File: config.mk
export PLATFORM = sky130hd
export DESIGN_NAME = accAlu
export DESIGN_NICKNAME = d
export VERILOG_FILES = /design/src/rtl/accAluPkg.sv /design/src/rtl/accAluCtrl.sv /design/src/rtl/accAluData.sv /design/src/rtl/accAlu.sv
export SDC_FILE = /design/constraint.sdc
export NUM_CORES = 1
export LEC_CHECK = 0
export ABC_AREA = 1
export CELL_PAD_IN_SITES_DETAIL_PLACEMENT = 1
export CELL_PAD_IN_SITES_GLOBAL_PLACEMENT = 2
export CORE_AREA = 3 3 95 97
export DETAILED_ROUTE_END_ITERATION = 7
export DIE_AREA = 0 0 98 100
export PLACE_DENSITY_LB_ADDON = 0.1
export SKIP_LAST_GASP = 1
export SLEW_MARGIN = 20
export SYNTH_ARGS = -nofsm -noshare
export SYNTH_HDL_FRONTEND = slang
export SYNTH_SLANG_ARGS = --single-unit
File: constraint.sdc
create_clock -name clk -period 5.4 [get_ports clk]
set_input_delay 1.08 -clock clk [delete_from_list [all_inputs] [get_ports clk]]
set_output_delay 1.08 -clock clk [all_outputs]
set_load 0.02 [all_outputs]
File: src/rtl/accAluPkg.sv
package accAluPkg;
  localparam int DATA_W = 8;
  localparam int PTR_W  = 16;
  localparam int NIB_W  = DATA_W / 2;

  typedef enum logic [2:0] {
    OP_ADD    = 3'd0,
    OP_ADDC   = 3'd1,
    OP_SUBB   = 3'd2,
    OP_INC    = 3'd3,
    OP_DEC    = 3'd4,
    OP_DADJ   = 3'd5,
    OP_PTRINC = 3'd6,
    OP_NONE   = 3'd7
  } opKindT;

  typedef enum logic [1:0] {
    RES_ADDER = 2'd0,
    RES_INC   = 2'd1,
    RES_DEC   = 2'd2,
    RES_DADJ  = 2'd3
  } resSelT;

  typedef struct packed {
    logic   subMode;
    logic   useCarry;
    resSelT resSel;
    logic   cyWe;
    logic   acWe;
    logic   ovWe;
    logic   ptrCapture;
    logic   ptrDrive;
  } strobeT;
endpackage

File: src/rtl/accAluCtrl.sv
module accAluCtrl
  import accAluPkg::*;
(
  input  logic       clk,
  input  logic       rstN,
  input  logic       opValid,
  input  logic [2:0] opSel,
  output strobeT     strobes,
  output logic       busy
);
  logic ptrPhase;
  logic ptrAccept;

  assign ptrAccept = opValid && (opSel == OP_PTRINC) && !ptrPhase;
  assign busy      = ptrPhase;

  always_ff @(posedge clk or negedge rstN) begin
    if (!rstN) ptrPhase <= 1'b0;
    else       ptrPhase <= ptrAccept;
  end

  always_comb begin
    strobes            = '0;
    strobes.resSel     = RES_ADDER;
    strobes.ptrCapture = ptrAccept;
    strobes.ptrDrive   = ptrPhase;
    if (opValid) begin
      unique case (opSel)
        OP_ADD: begin
          strobes.cyWe = 1'b1; strobes.acWe = 1'b1; strobes.ovWe = 1'b1;
        end
        OP_ADDC: begin
          strobes.useCarry = 1'b1;
          strobes.cyWe = 1'b1; strobes.acWe = 1'b1; strobes.ovWe = 1'b1;
        end
        OP_SUBB: begin
          strobes.subMode  = 1'b1;
          strobes.useCarry = 1'b1;
          strobes.cyWe = 1'b1; strobes.acWe = 1'b1; strobes.ovWe = 1'b1;
        end
        OP_INC:  strobes.resSel = RES_INC;
        OP_DEC:  strobes.resSel = RES_DEC;
        OP_DADJ: begin
          strobes.resSel = RES_DADJ;
          strobes.cyWe   = 1'b1;
        end
        default: ;
      endcase
    end
  end
endmodule

File: src/rtl/accAluData.sv
module accAluData
  import accAluPkg::*;
(
  input  logic               clk,
  input  logic               rstN,
  input  strobeT             strobes,
  input  logic [DATA_W-1:0]  accIn,
  input  logic [DATA_W-1:0]  operandIn,
  input  logic               cyIn,
  input  logic               acIn,
  input  logic [PTR_W-1:0]   ptrIn,
  output logic [DATA_W-1:0]  result,
  output logic               cyOut,
  output logic               acOut,
  output logic               ovOut,
  output logic [PTR_W-1:0]   ptrOut
);
  localparam int HALF_PTR = PTR_W / 2;
  localparam logic [DATA_W:0] LOW_FIX  = (DATA_W+1)'(6);
  localparam logic [DATA_W:0] HIGH_FIX = (DATA_W+1)'(6) << NIB_W;

  // Shared adder: subtraction adds the inverted operand with inverted borrow
  logic [DATA_W-1:0] bOp;
  logic              carryEff;
  logic [NIB_W:0]    nibSum;
  logic [DATA_W-1:0] lowSevenSum;
  logic [DATA_W:0]   fullSum;
  logic              addCy;

  assign bOp         = strobes.subMode ? ~operandIn : operandIn;
  assign carryEff    = (strobes.useCarry & cyIn) ^ strobes.subMode;
  assign nibSum      = {1'b0, accIn[NIB_W-1:0]} + {1'b0, bOp[NIB_W-1:0]}
                     + {{NIB_W{1'b0}}, carryEff};
  assign lowSevenSum = {1'b0, accIn[DATA_W-2:0]} + {1'b0, bOp[DATA_W-2:0]}
                     + {{(DATA_W-1){1'b0}}, carryEff};
  assign fullSum     = {1'b0, accIn} + {1'b0, bOp} + {{DATA_W{1'b0}}, carryEff};
  assign addCy       = fullSum[DATA_W] ^ strobes.subMode;

  // Decimal adjust, two conditional corrections
  logic            lowFix;
  logic            highFix;
  logic [DATA_W:0] adjOne;
  logic [DATA_W:0] adjTwo;
  logic            daCy;

  assign lowFix  = (accIn[NIB_W-1:0] > NIB_W'(9)) || acIn;
  assign adjOne  = {1'b0, accIn} + (lowFix ? LOW_FIX : '0);
  assign highFix = (adjOne[DATA_W-1:NIB_W] > NIB_W'(9)) || cyIn || adjOne[DATA_W];
  assign adjTwo  = {1'b0, adjOne[DATA_W-1:0]} + (highFix ? HIGH_FIX : '0);
  assign daCy    = cyIn | adjOne[DATA_W] | adjTwo[DATA_W];

  always_comb begin
    unique case (strobes.resSel)
      RES_INC:  result = operandIn + DATA_W'(1);
      RES_DEC:  result = operandIn - DATA_W'(1);
      RES_DADJ: result = adjTwo[DATA_W-1:0];
      default:  result = fullSum[DATA_W-1:0];
    endcase
  end

  assign cyOut = (strobes.resSel == RES_DADJ) ? daCy : addCy;
  assign acOut = nibSum[NIB_W] ^ strobes.subMode;
  assign ovOut = lowSevenSum[DATA_W-1] ^ fullSum[DATA_W];

  // Two-phase pointer increment
  logic [HALF_PTR-1:0] loReg;
  logic [HALF_PTR-1:0] hiReg;
  logic                loCarry;

  always_ff @(posedge clk or negedge rstN) begin
    if (!rstN) begin
      loReg   <= '0;
      hiReg   <= '0;
      loCarry <= 1'b0;
    end else if (strobes.ptrCapture) begin
      {loCarry, loReg} <= {1'b0, ptrIn[HALF_PTR-1:0]} + (HALF_PTR+1)'(1);
      hiReg            <= ptrIn[PTR_W-1:HALF_PTR];
    end
  end

  assign ptrOut = {hiReg + {{(HALF_PTR-1){1'b0}}, loCarry}, loReg};
endmodule

File: src/rtl/accAlu.sv
module accAlu
  import accAluPkg::*;
(
  input  logic        clk,
  input  logic        rstN,
  input  logic        opValid,
  input  logic [2:0]  opSel,
  input  logic [7:0]  accIn,
  input  logic [7:0]  operandIn,
  input  logic        cyIn,
  input  logic        acIn,
  input  logic [15:0] ptrIn,
  output logic [7:0]  result,
  output logic        cyOut,
  output logic        acOut,
  output logic        ovOut,
  output logic        cyWe,
  output logic        acWe,
  output logic        ovWe,
  output logic [15:0] ptrOut,
  output logic        ptrWe,
  output logic        busy
);
  strobeT strobes;

  accAluCtrl u_ctrl (
    .clk(clk), .rstN(rstN), .opValid(opValid), .opSel(opSel),
    .strobes(strobes), .busy(busy)
  );

  accAluData u_data (
    .clk(clk), .rstN(rstN), .strobes(strobes),
    .accIn(accIn), .operandIn(operandIn), .cyIn(cyIn), .acIn(acIn),
    .ptrIn(ptrIn), .result(result), .cyOut(cyOut), .acOut(acOut),
    .ovOut(ovOut), .ptrOut(ptrOut)
  );

  assign cyWe  = strobes.cyWe;
  assign acWe  = strobes.acWe;
  assign ovWe  = strobes.ovWe;
  assign ptrWe = strobes.ptrDrive;
endmodule

## Word-level counts from Yosys, hierarchy flattened

Index checks and enable logic that the tools add are counted.

- Add/sub/neg operators: 12
- Magnitude comparators: 2
- Equality and inequality tests: 9
- Multiplexer cells: 11
- Bitwise gates (word level): 8
- Reduce and logical (&&, ||, !) cells: 10

Operators by type and width:

| cell | number |
|---|---|
| $pmux W8 S3 | 1 |
| $add A8 B9 Y9 | 2 |
| $add A8 B1 Y8 | 2 |
| $mux W7 | 2 |
| $add A8 B1 Y9 const B | 1 |
| $add A8 B8 Y9 | 1 |
| $add A9 B1 Y9 | 1 |
| $eq A3 B3 Y1 const B | 3 |
| $add A7 B7 Y8 | 1 |
| $add A8 B1 Y8 const B | 1 |
| $gt A4 B4 Y1 const B | 2 |
| $mux W8 | 1 |
| $not A8 Y8 | 1 |
| $sub A8 B1 Y8 const B | 1 |
| $eq A3 B2 Y1 const B | 2 |
| $pmux W2 S3 | 1 |
| $add A4 B4 Y5 | 1 |
| $add A5 B1 Y5 | 1 |
| $eq A2 B2 Y1 const B | 2 |
| $mux W1 | 4 |
| $reduce_or A4 Y1 | 1 |
| $xor A1 B1 Y1 | 4 |
| $eq A3 B1 Y1 const B | 1 |
| $logic_not A3 Y1 | 1 |
| 10 further kinds | 14 |

- Register bits: 18
- Bits of input ports: 40
- Output and inout bits: 32

## Logic depth before layout (Yosys ltp)

- Depth in word-level cells: 11
- Depth in mapped cells: 27
- Gate-level depth less buffers: 26

## By module

A second synthesis with hierarchy kept.

- Cells, all modules: 335
- Area total of the unflattened synthesis: 2243.4 µm²

By module, submodules not included:

| module | times used | cells each | area each (µm²) | seq. area each (µm²) |
|---|---|---|---|---|
| accAluData | 1 | 311 | 2108.3 | 425.4 |
| accAluCtrl | 1 | 24 | 135.1 | 25.0 |

## Least setup slack after synthesis

No wires, ideal clock.

- Kind: input to output
- Start: in accIn[3]
- End: out result[7]
- Arrival: 3.412 ns
- Data required time: 4.320 ns
- Slack: 0.908 ns
- Stages: 25
- Path buffers: 1
- Cell sequence: buf_6 -> inv_1 -> a21oi_1 -> nor2_1 -> inv_1 -> ha_1 -> inv_1 -> fa_1 -> inv_1 -> nand3_1 -> nand2_1 -> nand2_1 -> inv_1 -> nand3_1 -> nand2_1 -> nand2_2 -> ha_1 -> ha_1 -> inv_1 -> a21oi_1 -> nor2_1 -> nand2_1 -> nand2_1 -> nand2_1 -> nand2_1

- Longest elaborated chain between the ends: 10
- Elaborated cells on any way between the ends: 12

RTL lines:

| item | RTL line | RTL |
|---|---|---|
| start, declared | accAlu.sv:8 | `input logic [7:0] accIn,` |
| $gt A4 B4 Y1 | accAluData.sv:46 | `assign lowFix = (accIn[NIB_W-1:0] > NIB_W'(9)) \|\| acIn;` |
| $logic_or A1 B1 Y1 | accAluData.sv:46 |  |
| $mux W3 | accAluData.sv:47 | `assign adjOne = {1'b0, accIn} + (lowFix ? LOW_FIX : '0);` |
| $add A8 B9 Y9 | accAluData.sv:47 |  |
| $gt A4 B4 Y1 | accAluData.sv:48 | `assign highFix = (adjOne[DATA_W-1:NIB_W] > NIB_W'(9)) \|\| cyIn \|\| adjOne[DATA_W];` |
| $logic_or A1 B1 Y1 (2 in a row) | accAluData.sv:48 |  |
| $mux W7 | accAluData.sv:49 | `assign adjTwo = {1'b0, adjOne[DATA_W-1:0]} + (highFix ? HIGH_FIX : '0);` |
| $add A8 B9 Y9 | accAluData.sv:49 |  |
| $pmux W8 S3 * | accAluData.sv:53 | `unique case (strobes.resSel)` |
| end, declared | accAlu.sv:13 | `output logic [7:0] result,` |

Mark *: on every way between the ends. The rest lies on a longest branch, timed or not.

## Worst setup path in the final report

- Start: in opValid
- End: out acOut

- Longest elaborated chain between the ends: 5
- Elaborated cells on any way between the ends: 7

RTL lines:

| item | RTL line | RTL |
|---|---|---|
| start, declared | accAlu.sv:6 | `input logic opValid,` |
| $mux W7 * | accAluCtrl.sv:27 | `if (opValid) begin` |
| $mux W8 / $and A1 B1 Y1 (equally long branches) | accAluData.sv:30, accAluData.sv:31 |  |
| $add A4 B4 Y5 / $xor A1 B1 Y1 (equally long branches) | accAluData.sv:32, accAluData.sv:31 |  |
| $add A5 B1 Y5 | accAluData.sv:33 | `+ {{NIB_W{1'b0}}, carryEff};` |
| $xor A1 B1 Y1 * | accAluData.sv:62 | `assign acOut = nibSum[NIB_W] ^ strobes.subMode;` |
| end, declared | accAlu.sv:15 | `output logic acOut,` |

Marked as above.

==> qor.csv <==
metric,value,unit
cp-start-kind,input pin,
grt.overflow.total,0,
ys_seq_area_frac,0.205,
synth_area_leaders,"dfrtp_1 20%, nand2_1 16%, ha_1 13%, xor2_1 8.0%, inv_1 7.5%",
swShare,0.390,
power,0.669,mW
synth.distinct_cells,34,
firstDrtPassIters,4,
yosysTopAreaCell,dfrtp_1,
leakage,1.71,nW
initial_utilization,0.268,
port-buffer-count,71,
finalWorstPathRequiredPeriod,5190,ps
hold_violations,0,
syn-cell-area,0.00220,mm2
grt_pass1_wl,11.7,mm
critPathLaunch,opValid,
r2r_setup_slack,3700,ps
final_cells,531,
avgViaCountPerCell,4.45,
wl_per_cell,12.8,um
drt_iter0_markers,80,
ctsHtreeMaxLevel,1,
grt_pass1_vias,2519,
hold_path.class,reg2reg,
vdd_ir_drop_max,108,uV
track_usage,0.144,
rsz0062_at_grt,yes,
worst_clock_skew,3.25,ps
timing.rr.end,u_data.loReg[4],
p_switching,0.261,mW
place_congestion,0.821,
wl,6.80,mm
cts.path.max_buffers,2,
coreArea,0.00822,mm2
rr_startpoint,u_ctrl.busy,
core.rowCount,33,
ios,72,
synth_nets,389,
p_per_area,200,mW/mm2
power.internal,0.408,mW
grt_max_degree,21,
slew_headroom,0.451,
clkTransAtPathRegs,70,ps
clockRootBuffer,clkbuf_8,
required,4320,ps
antenna_found_initial,0,
fin_nets,494,
setup-violations-final,0,
hold_slack,483,ps
drtAntennaViolNets,0,
final_area,0.00334,mm2
worst_slew_pin_slew,821,ps
numCtsBuffers,3,
insertion_delay,260,ps
drv_slew,0,
status,completed,
critical_path.max_fanout,3,
register_area,450,um2
n_antenna_cell,0,
postSynthCellCount,322,
die_y,100,um
dp.final_hpwl,5.85,mm
vias,2362,
drive_gt1_frac,0.143,
power_frac_comb,0.569,
die_w,98,um
worstSetupPathType,in2out,
cts.sinks,18,
r2r_cells,3,
cts_tree,built,
post_dp_cell_area,0.00325,mm2
critical_path.endpoint,acOut,
yosys_warnings,0,
dp.cells,526,
synth_area_per_cell,6.83,um2
cp-end-kind,output pin,
ys_ff_latch,18,
die_area,0.00980,mm2
pwr-share-clk,0.169,
synth_top_area_frac,0.205,
seq_power_share,0.262,
area_growth,51.6,%
fin_crit_sh,0.961,
nFillCells,1043,
multi_input_area,0.00154,mm2
utilization,0.406,
arrival,4110,ps
holdBufCountCts,0,
max_freq,0.193,GHz
drc,0,
max-cap-violations,0,
==> worst min-delay path by stage <==
stage / slack [ps] / from / cells past startpoint / to
finish: 480 / u_data.hiReg[0] / 2 / u_data.hiReg[0]
global route: 510 / u_data.loReg[5] / 2 / u_data.loReg[5]
CTS: 490 / u_data.hiReg[0] / 2 / u_data.hiReg[0]
detailed placement: 470 / u_data.hiReg[0] / 2 / u_data.hiReg[0]
global placement: 460 / u_data.loReg[1] / 2 / u_data.loReg[1]
floorplan: 450 / u_data.hiReg[0] / 2 / u_data.hiReg[0]
==> synth_stat cells <==
cell type  number
nand2_1        91
inv_1          44
ha_1           23
a21oi_1        20
o21ai_0        20
xor2_1         20
dfrtp_1        18
nand3_1        18
nor2_1         16
xnor2_1         8
o22ai_1         5
fa_1            4
nand4_1         4
inv_2           3
a31oi_1         2
buf_2           2
buf_4           2
buf_6           2
nand2_2         2
nor2_2          2
o211ai_1        2
o21ai_1         2
a21boi_0        1
a21o_1          1
a22o_1          1
a22oi_1         1
and2_1          1
and3_1          1
clkbuf_1        1
nor2_4          1
nor3_1          1
nor3_4          1
o21ai_2         1
o31ai_2         1
==> kinds of logic after synthesis <==
kind of cell               share of synthesized area
and+or+nand+nor                                0.267
AOI/OAI and AO/OA                              0.146
adders and majority gates                      0.167
DFF                                            0.205
buffers and inverters                          0.104
xor gates and xnor gates                       0.111
==> cell type report <==
cell class                 instances  area share
multi-input combinational        250       0.462
timing repair buffer             107       0.294
sequential                        18       0.135
inverter                          47      0.0529
tap                              105      0.0394
clock buffer                       4      0.0165
==> through the flow <==
| stage | worst slack [ps] | TNS [ps] |
|---|---|---|
| floorplan | 908 | 0 |
| global placement | -118 | -227 |
| detailed placement | -303 | -634 |
| CTS | -44.0 | -44.0 |
| global route | -132 | -132 |
| finish | 210 | 0 |
==> sequential cells by signal, summed over array words and instances (netlist names) <==
register / count
u_ctrl.busy: 1
u_data.hiReg: 8
u_data.loCarry: 1
u_data.loReg: 8
==> power by group through the flow <==
stage | Clock [mW] | Sequential, mW | Combinational [mW]
after floorplan | 0 | 0.190 | 0.188
after global placement | 0 | 0.177 | 0.387
after detailed placement | 0 | 0.178 | 0.390
after CTS | 0.117 | 0.176 | 0.388
after global routing | 0.124 | 0.179 | 0.422
final | 0.113 | 0.175 | 0.380
==> metal layers <==
layer | global-route usage | vias to the layer above | part of all wire
li1 | - | 1246 | -
met3 | 0.0215 | 4 | 0.034
met4 | 0.0256 | 0 | 0.0075
met2 | 0.247 | 43 | 0.46
met1 | 0.196 | 1069 | 0.50
met5 | 0 | - | 0
==> cells in the final DEF, fill, tap and decap left out, drive strengths merged, types with 2 or more instances in the layout <==
| master | n |
|---|---|
| xnor2 | 8 |
| a21oi | 20 |
| xor2 | 20 |
| clkdlybuf4s50 | 63 |
| ha | 23 |
| inv | 47 |
| dlymetal6s2s | 5 |
| o22ai | 5 |
| o211ai | 2 |
| buf | 38 |
| fa | 4 |
| o21ai | 23 |
| nand2 | 93 |
| nand4 | 4 |
| nand3 | 18 |
| a31oi | 2 |
| clkbuf | 5 |
| nor3 | 2 |
| nor2 | 19 |
| dfrtp | 18 |
==> worst max-delay path, cell delays in order <==
cell,delay [ps]
clkdlybuf4s50_1,490
inv_1,60
nor2_1,130
inv_1,110
nor2_4,100
xnor2_1,90
fa_1,440
fa_1,430
o21ai_2,230
buf_4,160
xor2_1,160
clkdlybuf4s50_1,640
==> timing repair <==
item                                    in CTS  in global routing
buffers inserted                             0                  1
endpoints found under the setup margin       3                  7
resized for setup                            5                 19
No activity file was read; power rests on OpenSTA's default activity.
